--- config.mk ---
export PLATFORM = sky130hd
export DESIGN_NAME = desc_ring_regs
export DESIGN_NICKNAME = d
export VERILOG_FILES = /design/src/rtl/drq_pkg.sv /design/src/rtl/drq_cfg.sv /design/src/rtl/drq_ptr.sv /design/src/rtl/drq_rdmux.sv /design/src/rtl/desc_ring_regs.sv
export SDC_FILE = /design/constraint.sdc
export NUM_CORES = 1
export LEC_CHECK = 0
export CAP_MARGIN = 20
export CELL_PAD_IN_SITES_DETAIL_PLACEMENT = 0
export CELL_PAD_IN_SITES_GLOBAL_PLACEMENT = 2
export CORE_UTILIZATION = 27
export CTS_BUF_LIST = sky130_fd_sc_hd__clkbuf_4
export DETAILED_ROUTE_END_ITERATION = 6
export GPL_TIMING_DRIVEN = 0
export PLACE_DENSITY = 0.85
export SYNTH_ARGS = -nofsm -noshare
export SYNTH_HDL_FRONTEND = slang
export SYNTH_SLANG_ARGS = --single-unit
--- constraint.sdc ---
create_clock -name clk -period 3.4 [get_ports clk]
set_input_delay 0.68 -clock clk [delete_from_list [all_inputs] [get_ports clk]]
set_output_delay 0.68 -clock clk [all_outputs]
set_load 0.01 [all_outputs]
--- src/rtl/drq_pkg.sv ---
package drq_pkg;

  typedef enum logic [2:0] {
    RS_BASE   = 3'd0,
    RS_DEPTH  = 3'd1,
    RS_PROD   = 3'd2,
    RS_CONS   = 3'd3,
    RS_UNLOCK = 3'd4,
    RS_STAT   = 3'd5
  } drq_sel_e;

  // next index around a ring of cnt entries
  function automatic logic [31:0] ring_next(input logic [31:0] idx, input logic [31:0] cnt);
    logic [31:0] n;
    n = idx + 32'd1;
    return (n >= cnt) ? 32'd0 : n;
  endfunction

  // entries between consumer and producer
  function automatic logic [31:0] ring_pending(input logic [31:0] prod, input logic [31:0] cons,
                                               input logic [31:0] cnt);
    return (prod >= cons) ? (prod - cons) : (cnt - cons + prod);
  endfunction

  // depth register value acceptable: count<<3, count in 2..max
  function automatic logic depth_ok(input logic [31:0] wdata, input logic [31:0] max_cnt);
    logic [31:0] c;
    c = wdata >> 3;
    return (wdata[2:0] == 3'd0) && (c >= 32'd2) && (c <= max_cnt);
  endfunction

  // pointer value acceptable: 32-byte aligned and inside ring
  function automatic logic ptr_ok(input logic [31:0] wdata, input logic [31:0] cnt);
    return (wdata[4:0] == 5'd0) && ((wdata >> 5) < cnt);
  endfunction

endpackage

--- src/rtl/drq_cfg.sv ---
module drq_cfg #(
  parameter int ADDR_W   = 32,
  parameter int MAX_DESC = 64,
  parameter int CNT_W    = 7
) (
  input  logic              clk,
  input  logic              rst_n,
  input  logic              wr_en,
  input  logic [2:0]        sel,
  input  logic [31:0]       wdata,
  output logic [ADDR_W-1:0] base_q,
  output logic [CNT_W-1:0]  cnt_q,
  output logic [1:0]        unlock_q,   // [1] base, [0] depth
  output logic              cfg_load
);
  import drq_pkg::*;

  logic wr_base, wr_depth;

  assign wr_base  = wr_en && (sel == 3'(RS_BASE)) && unlock_q[1];
  assign wr_depth = wr_en && (sel == 3'(RS_DEPTH)) && unlock_q[0]
                    && depth_ok(wdata, 32'(MAX_DESC));
  assign cfg_load = wr_base || wr_depth;

  always_ff @(posedge clk) begin
    if (!rst_n) begin
      base_q   <= '0;
      cnt_q    <= CNT_W'(MAX_DESC);
      unlock_q <= '0;
    end else begin
      if (wr_base)  base_q <= wdata[ADDR_W-1:0];
      if (wr_depth) cnt_q  <= CNT_W'(wdata >> 3);
      if (wr_en && (sel == 3'(RS_UNLOCK))) unlock_q <= {wdata[2], wdata[1]};
    end
  end

  // locked fields do not move
  a_r2_base_locked: assert property (@(posedge clk) disable iff (!rst_n)
    !unlock_q[1] |=> $stable(base_q));
  a_r2_depth_locked: assert property (@(posedge clk) disable iff (!rst_n)
    !unlock_q[0] |=> $stable(cnt_q));
  // count stays in its legal range
  a_r3_depth_range: assert property (@(posedge clk) disable iff (!rst_n)
    (cnt_q >= CNT_W'(2)) && (cnt_q <= CNT_W'(MAX_DESC)));

endmodule

--- src/rtl/drq_ptr.sv ---
module drq_ptr #(
  parameter int IDX_W       = 6,
  parameter int CNT_W       = 7,
  parameter bit SW_PRODUCES = 1'b1
) (
  input  logic             clk,
  input  logic             rst_n,
  input  logic [CNT_W-1:0] cnt,
  input  logic             cfg_load,
  input  logic             sw_wr,
  input  logic [2:0]       sw_sel,
  input  logic [31:0]      sw_wdata,
  input  logic             hw_req,
  input  logic             stat_rd,
  output logic [IDX_W-1:0] prod_idx,
  output logic [IDX_W-1:0] cons_idx,
  output logic [IDX_W-1:0] hw_ptr,
  output logic             empty,
  output logic             full,
  output logic [CNT_W-1:0] pending,
  output logic             err_q,
  output logic             hw_step,
  output logic             hw_drop
);
  import drq_pkg::*;

  localparam bit       HW_PROD = !SW_PRODUCES;
  localparam drq_sel_e SW_REG  = HW_PROD ? RS_CONS : RS_PROD;

  logic [IDX_W-1:0] prod_nxt, cons_nxt, sw_idx;
  logic             sw_ptr_ok, hw_blocked;

  assign prod_nxt  = IDX_W'(ring_next(32'(prod_idx), 32'(cnt)));
  assign cons_nxt  = IDX_W'(ring_next(32'(cons_idx), 32'(cnt)));
  assign empty     = (prod_idx == cons_idx);
  assign full      = (prod_nxt == cons_idx);
  assign pending   = CNT_W'(ring_pending(32'(prod_idx), 32'(cons_idx), 32'(cnt)));
  assign sw_idx    = IDX_W'(sw_wdata >> 5);
  assign sw_ptr_ok = sw_wr && (sw_sel == 3'(SW_REG)) && ptr_ok(sw_wdata, 32'(cnt));

  assign hw_blocked = HW_PROD ? full : empty;
  assign hw_step    = hw_req && !hw_blocked;
  assign hw_drop    = hw_req && hw_blocked;

  generate
    if (HW_PROD) begin : g_hw_prod
      always_ff @(posedge clk) begin
        if (!rst_n || cfg_load) begin
          prod_idx <= '0;
          cons_idx <= '0;
        end else begin
          if (hw_step)   prod_idx <= prod_nxt;
          if (sw_ptr_ok) cons_idx <= sw_idx;
        end
      end
      assign hw_ptr = prod_idx;
    end else begin : g_sw_prod
      always_ff @(posedge clk) begin
        if (!rst_n || cfg_load) begin
          prod_idx <= '0;
          cons_idx <= '0;
        end else begin
          if (sw_ptr_ok) prod_idx <= sw_idx;
          if (hw_step)   cons_idx <= cons_nxt;
        end
      end
      assign hw_ptr = cons_idx;
    end
  endgenerate

  always_ff @(posedge clk) begin
    if (!rst_n)       err_q <= 1'b0;
    else if (hw_drop) err_q <= 1'b1;
    else if (stat_rd) err_q <= 1'b0;
  end

  // pointers remain inside the ring
  a_r5_ptr_range: assert property (@(posedge clk) disable iff (!rst_n)
    (32'(prod_idx) < 32'(cnt)) && (32'(cons_idx) < 32'(cnt)));
  // never empty and full at once
  a_r8_not_both: assert property (@(posedge clk) disable iff (!rst_n)
    !(empty && full));
  // a dropped strobe leaves the error flag set
  a_r9_drop_sticky: assert property (@(posedge clk) disable iff (!rst_n)
    hw_drop |=> err_q);
  // an accepted strobe moves the engine pointer by one, wrapping
  a_r6_step_one: assert property (@(posedge clk) disable iff (!rst_n)
    (hw_step && !cfg_load) |=>
      (hw_ptr == IDX_W'(ring_next(32'($past(hw_ptr)), 32'($past(cnt))))));
  // configuration load zeroes both pointers
  a_r4_load_zero: assert property (@(posedge clk) disable iff (!rst_n)
    cfg_load |=> (prod_idx == '0) && (cons_idx == '0));

endmodule

--- src/rtl/drq_rdmux.sv ---
module drq_rdmux #(
  parameter int ADDR_W = 32,
  parameter int IDX_W  = 6,
  parameter int CNT_W  = 7
) (
  input  logic [2:0]        sel,
  input  logic [ADDR_W-1:0] base,
  input  logic [CNT_W-1:0]  cnt,
  input  logic [IDX_W-1:0]  prod_idx,
  input  logic [IDX_W-1:0]  cons_idx,
  input  logic [1:0]        unlock,
  input  logic              empty,
  input  logic              full,
  input  logic              err,
  input  logic [CNT_W-1:0]  pending,
  output logic [31:0]       rdata
);
  import drq_pkg::*;

  always_comb begin
    case (sel)
      3'(RS_BASE):   rdata = 32'(base);
      3'(RS_DEPTH):  rdata = 32'({cnt, 3'b000});
      3'(RS_PROD):   rdata = 32'({prod_idx, 5'b00000});
      3'(RS_CONS):   rdata = 32'({cons_idx, 5'b00000});
      3'(RS_UNLOCK): rdata = {29'd0, unlock, 1'b0};
      3'(RS_STAT):   rdata = {16'd0, 8'(pending), 5'd0, err, full, empty};
      default:       rdata = 32'd0;
    endcase
  end

endmodule

--- src/rtl/desc_ring_regs.sv ---
module desc_ring_regs #(
  parameter int    MAX_DESC    = 64,
  parameter int    ADDR_W      = 32,
  parameter bit    SW_PRODUCES = 1'b1,
  parameter int    GATE_SEL    = 0,
  localparam int   IDX_W       = $clog2(MAX_DESC),
  localparam int   CNT_W       = $clog2(MAX_DESC + 1)
) (
  input  logic              clk,
  input  logic              rst_n,
  input  logic              reg_wr,
  input  logic              reg_rd,
  input  logic [2:0]        reg_sel,
  input  logic [31:0]       reg_wdata,
  output logic [31:0]       reg_rdata,
  input  logic [3:0]        queue_gate,
  input  logic              hw_adv,
  output logic [ADDR_W-1:0] desc_addr,
  output logic              ring_empty,
  output logic              ring_full,
  output logic [CNT_W-1:0]  ring_pending
);
  import drq_pkg::*;

  localparam logic [3:0] GATE_MASK = 4'(1 << GATE_SEL);

  logic [ADDR_W-1:0] base_q;
  logic [CNT_W-1:0]  cnt_q;
  logic [1:0]        unlock_q;
  logic              cfg_load;
  logic [IDX_W-1:0]  prod_idx, cons_idx, hw_ptr;
  logic              gate_on, hw_req, stat_rd, err_q, hw_step, hw_drop;

  assign gate_on = |(queue_gate & GATE_MASK);
  assign hw_req  = hw_adv && gate_on;
  assign stat_rd = reg_rd && (reg_sel == 3'(RS_STAT));

  drq_cfg #(.ADDR_W(ADDR_W), .MAX_DESC(MAX_DESC), .CNT_W(CNT_W)) u_cfg (
    .clk(clk), .rst_n(rst_n), .wr_en(reg_wr), .sel(reg_sel), .wdata(reg_wdata),
    .base_q(base_q), .cnt_q(cnt_q), .unlock_q(unlock_q), .cfg_load(cfg_load)
  );

  drq_ptr #(.IDX_W(IDX_W), .CNT_W(CNT_W), .SW_PRODUCES(SW_PRODUCES)) u_ptr (
    .clk(clk), .rst_n(rst_n), .cnt(cnt_q), .cfg_load(cfg_load),
    .sw_wr(reg_wr), .sw_sel(reg_sel), .sw_wdata(reg_wdata),
    .hw_req(hw_req), .stat_rd(stat_rd),
    .prod_idx(prod_idx), .cons_idx(cons_idx), .hw_ptr(hw_ptr),
    .empty(ring_empty), .full(ring_full), .pending(ring_pending),
    .err_q(err_q), .hw_step(hw_step), .hw_drop(hw_drop)
  );

  drq_rdmux #(.ADDR_W(ADDR_W), .IDX_W(IDX_W), .CNT_W(CNT_W)) u_rd (
    .sel(reg_sel), .base(base_q), .cnt(cnt_q), .prod_idx(prod_idx),
    .cons_idx(cons_idx), .unlock(unlock_q), .empty(ring_empty), .full(ring_full),
    .err(err_q), .pending(ring_pending), .rdata(reg_rdata)
  );

  assign desc_addr = base_q + ADDR_W'({hw_ptr, 5'b00000});

  // closed gate freezes the engine pointer and the error flag
  a_r7_gate_freeze: assert property (@(posedge clk) disable iff (!rst_n)
    (!gate_on && !cfg_load) |=> $stable(hw_ptr));
  a_r7_gate_no_err: assert property (@(posedge clk) disable iff (!rst_n)
    !gate_on |=> !$rose(err_q));
  // step and drop are exclusive and only follow a strobe
  a_r9_step_or_drop: assert property (@(posedge clk) disable iff (!rst_n)
    !(hw_step && hw_drop) && ((hw_step || hw_drop) == hw_req));

endmodule

# Word-level counts from Yosys, hierarchy flattened

Index checks and enable logic that the tools add are counted.

Flip-flop bits (word level): 54
Input port bits: 44
Output and inout bits: 73
Logic and storage cells: 54

Add/sub/neg operators: 6
Order comparisons: 6
Equality and inequality tests: 7
Mux-type cells: 6
Reduce and logical (&&, ||, !) cells: 23

Operators with widths:

| operator            | count |
|---|---|
| $pmux 32 s6         | 1 |
| $add 32x11->32      | 1 |
| $ge 29x2->1 const B | 1 |
| $le 29x7->1 const B | 1 |
| $lt 27x7->1         | 1 |
| $logic_and 1x1->1   | 15 |
| $add 6x1->7 const B | 2 |
| $ge 7x7->1          | 2 |
| $eq 6x6->1          | 2 |
| $mux 6              | 2 |
| $add 7x6->7         | 1 |
| $mux 7              | 1 |
| $sub 6x6->7         | 1 |
| $sub 7x6->7         | 1 |
| $eq 3x2->1 const B  | 2 |
| $eq 3x3->1 const B  | 2 |
| $ge 6x6->1          | 1 |
| $logic_not 3->1     | 2 |
| $logic_not 5->1     | 1 |
| $eq 3x1->1 const B  | 1 |
| $logic_not 1->1     | 2 |
| $logic_or 1x1->1    | 2 |
| $mux 1              | 2 |
| $reduce_bool 2->1   | 1 |

# Logic depth before layout (Yosys ltp)

Gate-level depths: netlist (run 1).

Depth in word-level cells: 6
Mapped depth: 12
Gate-level depth less buffers: 12

# Modules after synthesis

Synthesis (run 1) repeated with hierarchy kept, for this count alone.

Cells, all modules: 618
Area total of the unflattened synthesis: 5096.1 um^2

Modules (own cells, without submodules):

| module         | times used | cells each | area an instance (um^2) | seq. area each (um^2) |
|---|---|---|---|---|
| drq_ptr        | 1          | 258        | 2048.2                  | 260.2 |
| drq_cfg        | 1          | 193        | 1669.1                  | 820.8 |
| desc_ring_regs | 1          | 100        | 825.8                   | 0.0 |
| drq_rdmux      | 1          | 67         | 553.0                   | 0.0 |

# Worst setup path after synthesis (run 1)

No wires, ideal clock.

Path kind: reg2out
Start: register u_ptr.prod_idx[1]
End: output port reg_rdata[14]
Arrival time: 2.994 ns
Data required time: 2.720 ns
Path slack: -0.274 ns
Cell stages (with the launch flop): 12
Buffers on the path: 0
Cell sequence: dfxtp_1 inv_1 fa_1 inv_1 fa_1 a21o_1 a21oi_2 nor2b_1 and3_1 or4_1 a21oi_2 a22o_1

Longest elaborated chain between the ends: 3
Elaborated cells between the ends (all ways): 5
Classes of those cells: 2 x add/sub; 1 x order compare; 2 x mux

Ends and longest elaborated chain:

| element                             | line                 | RTL |
|---|---|---|
| start: declaration                  | drq_ptr.sv:15        | `output logic [IDX_W-1:0] prod_idx,` |
| start signal: assignment            | drq_ptr.sv:63        | `if (sw_ptr_ok) prod_idx <= sw_idx;` |
| $add 7x6->7 (tied with other cells) | drq_pkg.sv:22        | `return (prod >= cons) ? (prod - cons) : (cnt - cons + prod);` |
| $mux 7 (*)                          | drq_pkg.sv:22        |  |
| net ring_pending[6]                 | desc_ring_regs.sv:21 | `output logic [CNT_W-1:0] ring_pending` |
| $pmux 32 s6 (*)                     | drq_rdmux.sv:21      | `case (sel)` |
| end: declaration                    | desc_ring_regs.sv:15 | `output logic [31:0] reg_rdata,` |

The timed path passes the listed nets; every way through them passes the cells marked *.

# Worst setup path after layout (run 1)

Start: register u_ptr.cons_idx[1]
End: output port reg_rdata[14]

Longest elaborated chain between the ends: 4
Elaborated cells between the ends (all ways): 6
Classes of those cells: 3 x add/sub; 1 x order compare; 2 x mux

Ends and longest elaborated chain:

| element                  | line            | RTL |
|---|---|---|
| start: declaration       | drq_ptr.sv:16   | `output logic [IDX_W-1:0] cons_idx,` |
| start signal: assignment | drq_ptr.sv:64   | `if (hw_step) cons_idx <= cons_nxt;` |
| $sub 7x6->7              | drq_pkg.sv:22   |  |
| $add 7x6->7              | drq_pkg.sv:22   |  |
| $mux 7 (*)               | drq_pkg.sv:22   |  |
| $pmux 32 s6 (*)          | drq_rdmux.sv:21 |  |

Every way passes the cells marked *; elsewhere a longest branch is shown, timed or not.

==> qor_table.md, run 1 <==
| Metric | Value |
|:---|:---|
| Hold WS | 496 ps |
| Sequential share of the synthesized area | 0.231 |
| Rel. slew slack | 0.438 |
| Finished Core Util | 0.438 |
| Num CTS Buffers | 5 |
| Leading post-synthesis cells by cell area | sky130_fd_sc_hd__dfxtp_1 (23%), sky130_fd_sc_hd__ha_1 (11%), sky130_fd_sc_hd__nand2_1 (7.2%) |
| Internal power | 0.000857 W |
| Run status | complete, but fails checks |
| Combinational share of power | 0.113 |
| Min-Delay Endpoint | u_cfg.base_q[0] |
| Leak pwr | 3.13 nW |
| Die Outline Area | 17900 sq um |
| Final global-route overflow total | 0 |
| Placed wire-length estimate after detailed placement | 12900 um |
| CP Data Arrival Time | 3310 ps |
| Share of Yosys cell area claimed by the top area cell type | 0.231 |
| Leading cell type in the layout, fill and taps excluded | sky130_fd_sc_hd__nand2_1 |
| Part of the total power dissipated in sequential elements | 0.551 |
| Source of the worst hold timing path | u_cfg.base_q[0] |
| Final GP Congestion | 0.849 |
| Share of cells above drive strength 1 | 0.320 |
| Worst vdd ir | 0.125 mV |
| Worst hold path cell count | 2 |
| Initial Util | 0.280 |
| Maximum achievable frequency | 0.251 GHz |
| Violations in the final reports | setup timing |
| Number of storage elements in the synthesis netlist | 54 |
| Commonest cells after routing, fill and taps aside | sky130_fd_sc_hd__nand2_1 (83), sky130_fd_sc_hd__clkdlybuf4s50_1 (70), sky130_fd_sc_hd__buf_4 (56) |
| Worst-Margin Slew | 840 ps |
| ANT nets after route | 0 |
| Worst Setup Slack, final | -590 ps |
| FF-to-FF setup slack | 320 ps |
| Cell accounting for the most synthesized area | sky130_fd_sc_hd__dfxtp_1 |
| Number of warnings printed during yosys synthesis | 0 |
| Die Ht | 134 um |
| Final period demand of the worst path | 3990 ps |
| Number of distinct standard cells referenced by the synthesized netlist | 61 |
| Mapped Area | 4680 sq um |
| Core outline area | 16800 sq um |
| EDFF count, synth | 0 |
| CTS tree | done |
| Vias | 4862 |
| Drt pass-1 iters | 4 |
| Crit share post-route | 1.17 |
| Placed Cells | 906 |
| I/O pin count | 117 |
| Prevailing post-synth register cell | sky130_fd_sc_hd__dfxtp_1 |
| CTS Root Buffer Type | sky130_fd_sc_hd__clkbuf_4 |
| Clock Sink Count | 54 |
| Number of hold buffers added after cts | 0 |
| Clock transition at the registers of the reported paths | 170 ps |
| Count of unresolved DRC violations after routing | 0 |
| Data required time at the worst endpoint | 2720 ps |
| Total routing resource utilization after global routing | 0.191 |
| Synth-to-layout area growth | 56.9% |
| Buffer depth of the longest clock path | 2 |
| Setup TNS | -10480 ps |
| # Max-Cap Violations | 0 |
| Async S/R FF share, synth | 0 |
| Vias per cell | 4.90 |
| Final net count | 863 |
| DR iter-0 viols | 183 |
| Number of global-route vias before repair | 4869 |
| Filler-free cell count of the finished design | 993 |
| Power Density | 156 nW/um^2 |
| Critical Path Sink Type | primary output |
| Path class of the lowest-slack min-delay path | register to register |
| Dpl ws | -1050 ps |
| Reg-to-reg critical path endpoint | u_ptr.cons_idx[2] |
| Gate count of the mapped netlist | 576 |
| Die X | 134 um |
| Share of total power consumed by net switching | 0.253 |
| Syn nets | 668 |
| Placement Rows | 47 |
| Worst r2r path cells | 15 |
| Worst flop-to-flop path startpoint | u_ptr.cons_idx[1] |
| Total detailed-routing wirelength | 17200 um |
| Clock power share | 0.336 |
| Number of input and output port buffers inserted | 110 |
| Setup Skew | 23.9 ps |
| H-Tree Level Count | 2 |
| RSZ-0062 raised after global routing | yes |
| Wire length of the first global-routing pass | 26600 um |
| CP Launch Type | register |
| Mean instance size in the synthesized netlist | 8.13 sq um |
| Detail-routed net length per standard cell | 17.4 um |
| Pin count of the biggest net entering global routing | 17 |
| Total count of max-transition violations in the final report | 0 |
| Final count of hold timing violations | 0 |
| CP Class | register to primary output |
| Worst-path fanout max | 2 |
| Filler cells | 1682 |
| Switching pwr | 0.000290 W |
| Worst-skew pair later-pin latency | 400 ps |
| Number of antenna violations at the first check in global routing | 1 |
| Setup-violating endpoint count in the final report | 32 |
-- power by group through the flow --
stage	logic [W]	registers, W	clock network [W]
2_1_floorplan	0.0000491	0.000648	0
3_3_place_gp	0.000131	0.000649	0
3_5_place_dp	0.000131	0.000649	0
4_1_cts	0.000131	0.000632	0.000397
5_1_grt	0.000139	0.000632	0.000417
6_report	0.000130	0.000632	0.000386
-- Yosys cell counts, types with 3 or more instances --
cell,n
sky130_fd_sc_hd__and2_1,23
sky130_fd_sc_hd__dfxtp_1,54
sky130_fd_sc_hd__buf_2,3
sky130_fd_sc_hd__mux4_2,5
sky130_fd_sc_hd__mux2_2,4
sky130_fd_sc_hd__xor2_1,8
sky130_fd_sc_hd__nand3_1,16
sky130_fd_sc_hd__o211ai_1,3
sky130_fd_sc_hd__ha_1,40
sky130_fd_sc_hd__nand4_1,4
sky130_fd_sc_hd__xnor2_1,31
sky130_fd_sc_hd__o21ai_0,16
sky130_fd_sc_hd__a21oi_1,18
sky130_fd_sc_hd__nor3_1,15
sky130_fd_sc_hd__clkbuf_1,17
sky130_fd_sc_hd__a21boi_0,34
sky130_fd_sc_hd__a22o_1,7
sky130_fd_sc_hd__nor2b_1,18
sky130_fd_sc_hd__nor2_1,27
sky130_fd_sc_hd__and4_1,3
sky130_fd_sc_hd__and3_1,8
sky130_fd_sc_hd__o31ai_1,5
sky130_fd_sc_hd__nand2_1,90
sky130_fd_sc_hd__nor4_1,8
sky130_fd_sc_hd__fa_1,8
sky130_fd_sc_hd__buf_4,5
sky130_fd_sc_hd__a21o_1,8
sky130_fd_sc_hd__mux2i_1,20
sky130_fd_sc_hd__inv_1,37
sky130_fd_sc_hd__or2_2,4
-- area by class of cell --
cell class | instances | area, sq um | area share
repair buffers | 189 | 1700 | 0.231
well taps | 220 | 275 | 0.0375
clock buffers | 6 | 45.0 | 0.00613
plain buffers | 26 | 135 | 0.0184
flip-flops and latches | 54 | 1120 | 0.152
diodes | 1 | 2.50 | 0.000341
multi-input cells | 458 | 3900 | 0.531
inverters | 37 | 145 | 0.0198
clock inverters | 2 | 33.8 | 0.00460
-- flip-flops by register name, indices dropped and copies added (netlist names) --
register	cells
u_cfg.unlock_q	2
u_ptr.prod_idx	6
u_cfg.base_q	32
u_ptr.cons_idx	6
u_ptr.err_q	1
u_cfg.cnt_q	7
-- timing repair --
action / 4_1_cts / 5_1_grt
pin swaps: 37 / 19
endpoints found under the setup margin: 41 / 38
setup buffers: 63 / 20
gates resized for setup: 253 / 57
-- worst max-delay path, cell delays in order (launching register included) --
cell,delay (ps)
sky130_fd_sc_hd__dfxtp_4,390
sky130_fd_sc_hd__buf_12,120
sky130_fd_sc_hd__fa_1,500
sky130_fd_sc_hd__inv_2,50
sky130_fd_sc_hd__fa_2,330
sky130_fd_sc_hd__a21o_1,180
sky130_fd_sc_hd__a21oi_2,150
sky130_fd_sc_hd__nor2b_1,70
sky130_fd_sc_hd__and3_1,180
sky130_fd_sc_hd__or4_4,520
sky130_fd_sc_hd__a21oi_4,150
sky130_fd_sc_hd__a22o_1,140
sky130_fd_sc_hd__buf_2,130
-- worst max path at each step --
stage	endpoint	from	depth (start not counted)
detailed placement	desc_addr[25]	u_ptr.cons_idx[1]	11
CTS	reg_rdata[14]	u_ptr.cons_idx[1]	12
global route	reg_rdata[14]	u_ptr.cons_idx[1]	12
finish	reg_rdata[14]	u_ptr.cons_idx[1]	12
global placement	desc_addr[25]	u_ptr.cons_idx[1]	11
floorplan	reg_rdata[14]	u_ptr.prod_idx[0]	12
-- metal layers --
| metal | global-route usage | vias to the layer above | share of wire |
|---|---|---|---|
| li1 | - | 2396 | - |
| met1 | 0.252 | 2328 | 0.45 |
| met2 | 0.323 | 116 | 0.48 |
| met3 | 0.0232 | 22 | 0.043 |
| met4 | 0.0619 | 0 | 0.022 |
| met5 | 0 | - | 0 |
-- logic make-up after synthesis --
family,share of synthesized area
DFF,0.231
muxes,0.0764
and+or+nand+nor,0.254
xor gates and xnor gates,0.0729
adders and majority gates,0.141
buffers and inverters,0.0577
AOI/OAI and AO/OA,0.167
-- metrics by stage --
step / power, W / cell area (sq um)
final: 0.00115 / 7350
after global routing: 0.00119 / 7350
after CTS: 0.00116 / 6990
after detailed placement: 0.000780 / 6080
after global placement: 0.000780 / 6080
after floorplan: 0.000697 / 4700
Power figures use the tool's default switching activity.
==> inputs of run 2 (changes only) <==
Settings changed: CORE_UTILIZATION 27 to 35, DONT_BUFFER_PORTS set to 1.
==> run 2 against run 1 <==
Net effect: the flow still finishes with violations (setup timing); critical path type unchanged; sequential share of layout area is 3.5 points higher; non-clock buffer count down 144; clock power down 21%; largest power group unchanged; highest routed layer unchanged.
==> qor_table.md, run 2 (synthesis gave the netlist of run 1 again) <==
| Metric | Value |
|:---|:---|
| Total detailed-routing wirelength | 15400 um |
| Die Ht | 118 um |
| Detail-routed net length per standard cell | 19.3 um |
| Maximum achievable frequency | 0.251 GHz |
| Die Outline Area | 13900 sq um |
| Final net count | 719 |
| Drt pass-1 iters | 5 |
| Crit share post-route | 1.17 |
| H-Tree Level Count | 2 |
| Initial Util | 0.365 |
| Number of antenna violations at the first check in global routing | 0 |
| Commonest cells after routing, fill and taps aside | sky130_fd_sc_hd__nand2_1 (88), sky130_fd_sc_hd__dfxtp_1 (42), sky130_fd_sc_hd__buf_4 (35) |
| Placement Rows | 41 |
| Setup-violating endpoint count in the final report | 17 |
| Buffer depth of the longest clock path | 2 |
| Dpl ws | -519 ps |
| Worst-Margin Slew | 885 ps |
| Worst-path fanout max | 2 |
| Leading cell type in the layout, fill and taps excluded | sky130_fd_sc_hd__nand2_1 |
| CP Launch Type | register |
| Path class of the lowest-slack min-delay path | primary input to register |
| DR iter-0 viols | 272 |
| Pin count of the biggest net entering global routing | 18 |
| Worst Setup Slack, final | -578 ps |
| Number of flip-flops in the largest register | 32 |
| Register with the highest flop count | u_cfg.base_q |
| Vias per cell | 5.48 |
| Num CTS Buffers | 5 |
| Setup TNS | -2470 ps |
| Number of input and output port buffers inserted | 0 |
| Violations in the final reports | setup timing |
| RSZ-0062 raised after global routing | yes |
| Worst vdd ir | 0.148 mV |
| Rel. slew slack | 0.407 |
| Synth-to-layout area growth | 27.5% |
| ANT nets after route | 0 |
| I/O pin count | 117 |
| Run status | complete, but fails checks |
| Vias | 4386 |
| Wire length of the first global-routing pass | 24400 um |
| # Max-Cap Violations | 0 |
| Data required time at the worst endpoint | 2720 ps |
| Share of cells above drive strength 1 | 0.285 |
| Critical Path Sink Type | primary output |
| CP Data Arrival Time | 3300 ps |
| Power Density | 169 nW/um^2 |
| Setup Skew | 15.7 ps |
| Final global-route overflow total | 0 |
| Number of global-route vias before repair | 4401 |
| Clock Sink Count | 54 |
| CTS Root Buffer Type | sky130_fd_sc_hd__clkbuf_4 |
| Clock transition at the registers of the reported paths | 170 ps |
| Final GP Congestion | 0.880 |
| Leak pwr | 2.40 nW |
| Final total power | 0.00101 W |
| Final period demand of the worst path | 3980 ps |
| Final count of hold timing violations | 0 |
| Die X | 118 um |
| Number of inserted diodes | 0 |
| CP Class | register to primary output |
| Largest registers in the final layout | u_cfg.base_q: 32 flops, u_cfg.cnt_q: 7 flops |
| Worst-skew pair later-pin latency | 390 ps |
| Core outline area | 12800 sq um |
| CTS tree | done |
| Total routing resource utilization after global routing | 0.224 |
| Total count of max-transition violations in the final report | 0 |
| Count of unresolved DRC violations after routing | 0 |
| Placed wire-length estimate after detailed placement | 11500 um |
| Filler cells | 1237 |
run 2: changes by cell type in the layout (fill, tap and decap cells not counted), moves of 5 or more:
| cell | previous run | this run |
|---|---|---|
| sky130_fd_sc_hd__buf_6 | 32 | 14 |
| sky130_fd_sc_hd__buf_2 | 29 | 3 |
| sky130_fd_sc_hd__clkdlybuf4s50_1 | 70 | 0 |
| sky130_fd_sc_hd__buf_4 | 56 | 35 |
| sky130_fd_sc_hd__nand2_1 | 83 | 88 |
run 2: final timing paths:
check | to | cells past startpoint | slack, ps | start
max | reg_rdata[14] | 11 | -580 | u_cfg.cnt_q[1]
min reg2reg | u_cfg.base_q[4] | 2 | 500 | u_cfg.base_q[4]
min | u_cfg.base_q[18] | 2 | 410 | reg_wdata[18]
max reg2reg | u_ptr.cons_idx[2] | 11 | 460 | u_ptr.cons_idx[1]
run 2: per-stage QoR:
stage               hold slack, ps  area (sq um)  cells  utilization
CTS                            386          5700    791        0.444
global route                   384          5970    800        0.466
floorplan                      456          4700    576            -
detailed placement             478          4910    748        0.383
global placement               468          4910    748        0.383
finish                         407          5970    800        0.466
run 2: layer usage:
metal  global-route usage  routed length, um
met3               0.0378                771
met2                0.371               7220
met5                    0                  0
met4               0.0417                198
met1                0.306               7220
run 2: report_power, final:
part / internal, W / leakage (nW) / total (W) / switching, W
Clock: 0.0000817 / 0.0354 / 0.000306 / 0.000225
Combinational: 0.0000275 / 1.92 / 0.0000688 / 0.0000413
Sequential: 0.000629 / 0.443 / 0.000632 / 0.00000271
run 2: worst max-delay path, stage by stage (launching register included):
cell and delay (ps):
sky130_fd_sc_hd__dfxtp_2 390, sky130_fd_sc_hd__inv_4 60, sky130_fd_sc_hd__fa_1 540, sky130_fd_sc_hd__inv_2 50, sky130_fd_sc_hd__fa_2 340, sky130_fd_sc_hd__a21o_1 180
sky130_fd_sc_hd__a21oi_2 180, sky130_fd_sc_hd__nor2b_2 70, sky130_fd_sc_hd__and3_1 180, sky130_fd_sc_hd__or4_4 520, sky130_fd_sc_hd__a21oi_4 190, sky130_fd_sc_hd__a22o_1 210
run 2: cell type report:
| type | instances | area (sq um) | area share |
|---|---|---|---|
| multi-input combinational | 458 | 3900 | 0.653 |
| clock inverter | 3 | 18.8 | 0.00314 |
| clock buffer | 5 | 37.5 | 0.00629 |
| tap | 172 | 215 | 0.0360 |
| inverter | 37 | 145 | 0.0243 |
| timing repair buffer | 45 | 407 | 0.0681 |
| sequential | 54 | 1110 | 0.187 |
| buffer | 26 | 135 | 0.0226 |
run 2: timing repair:
item | 4_1_cts | 5_1_grt
hold buffers | 0 | 0
endpoints found under the setup margin | 37 | 38
pin swaps | 22 | 24
setup buffers | 42 | 13
gates resized for setup | 97 | 52
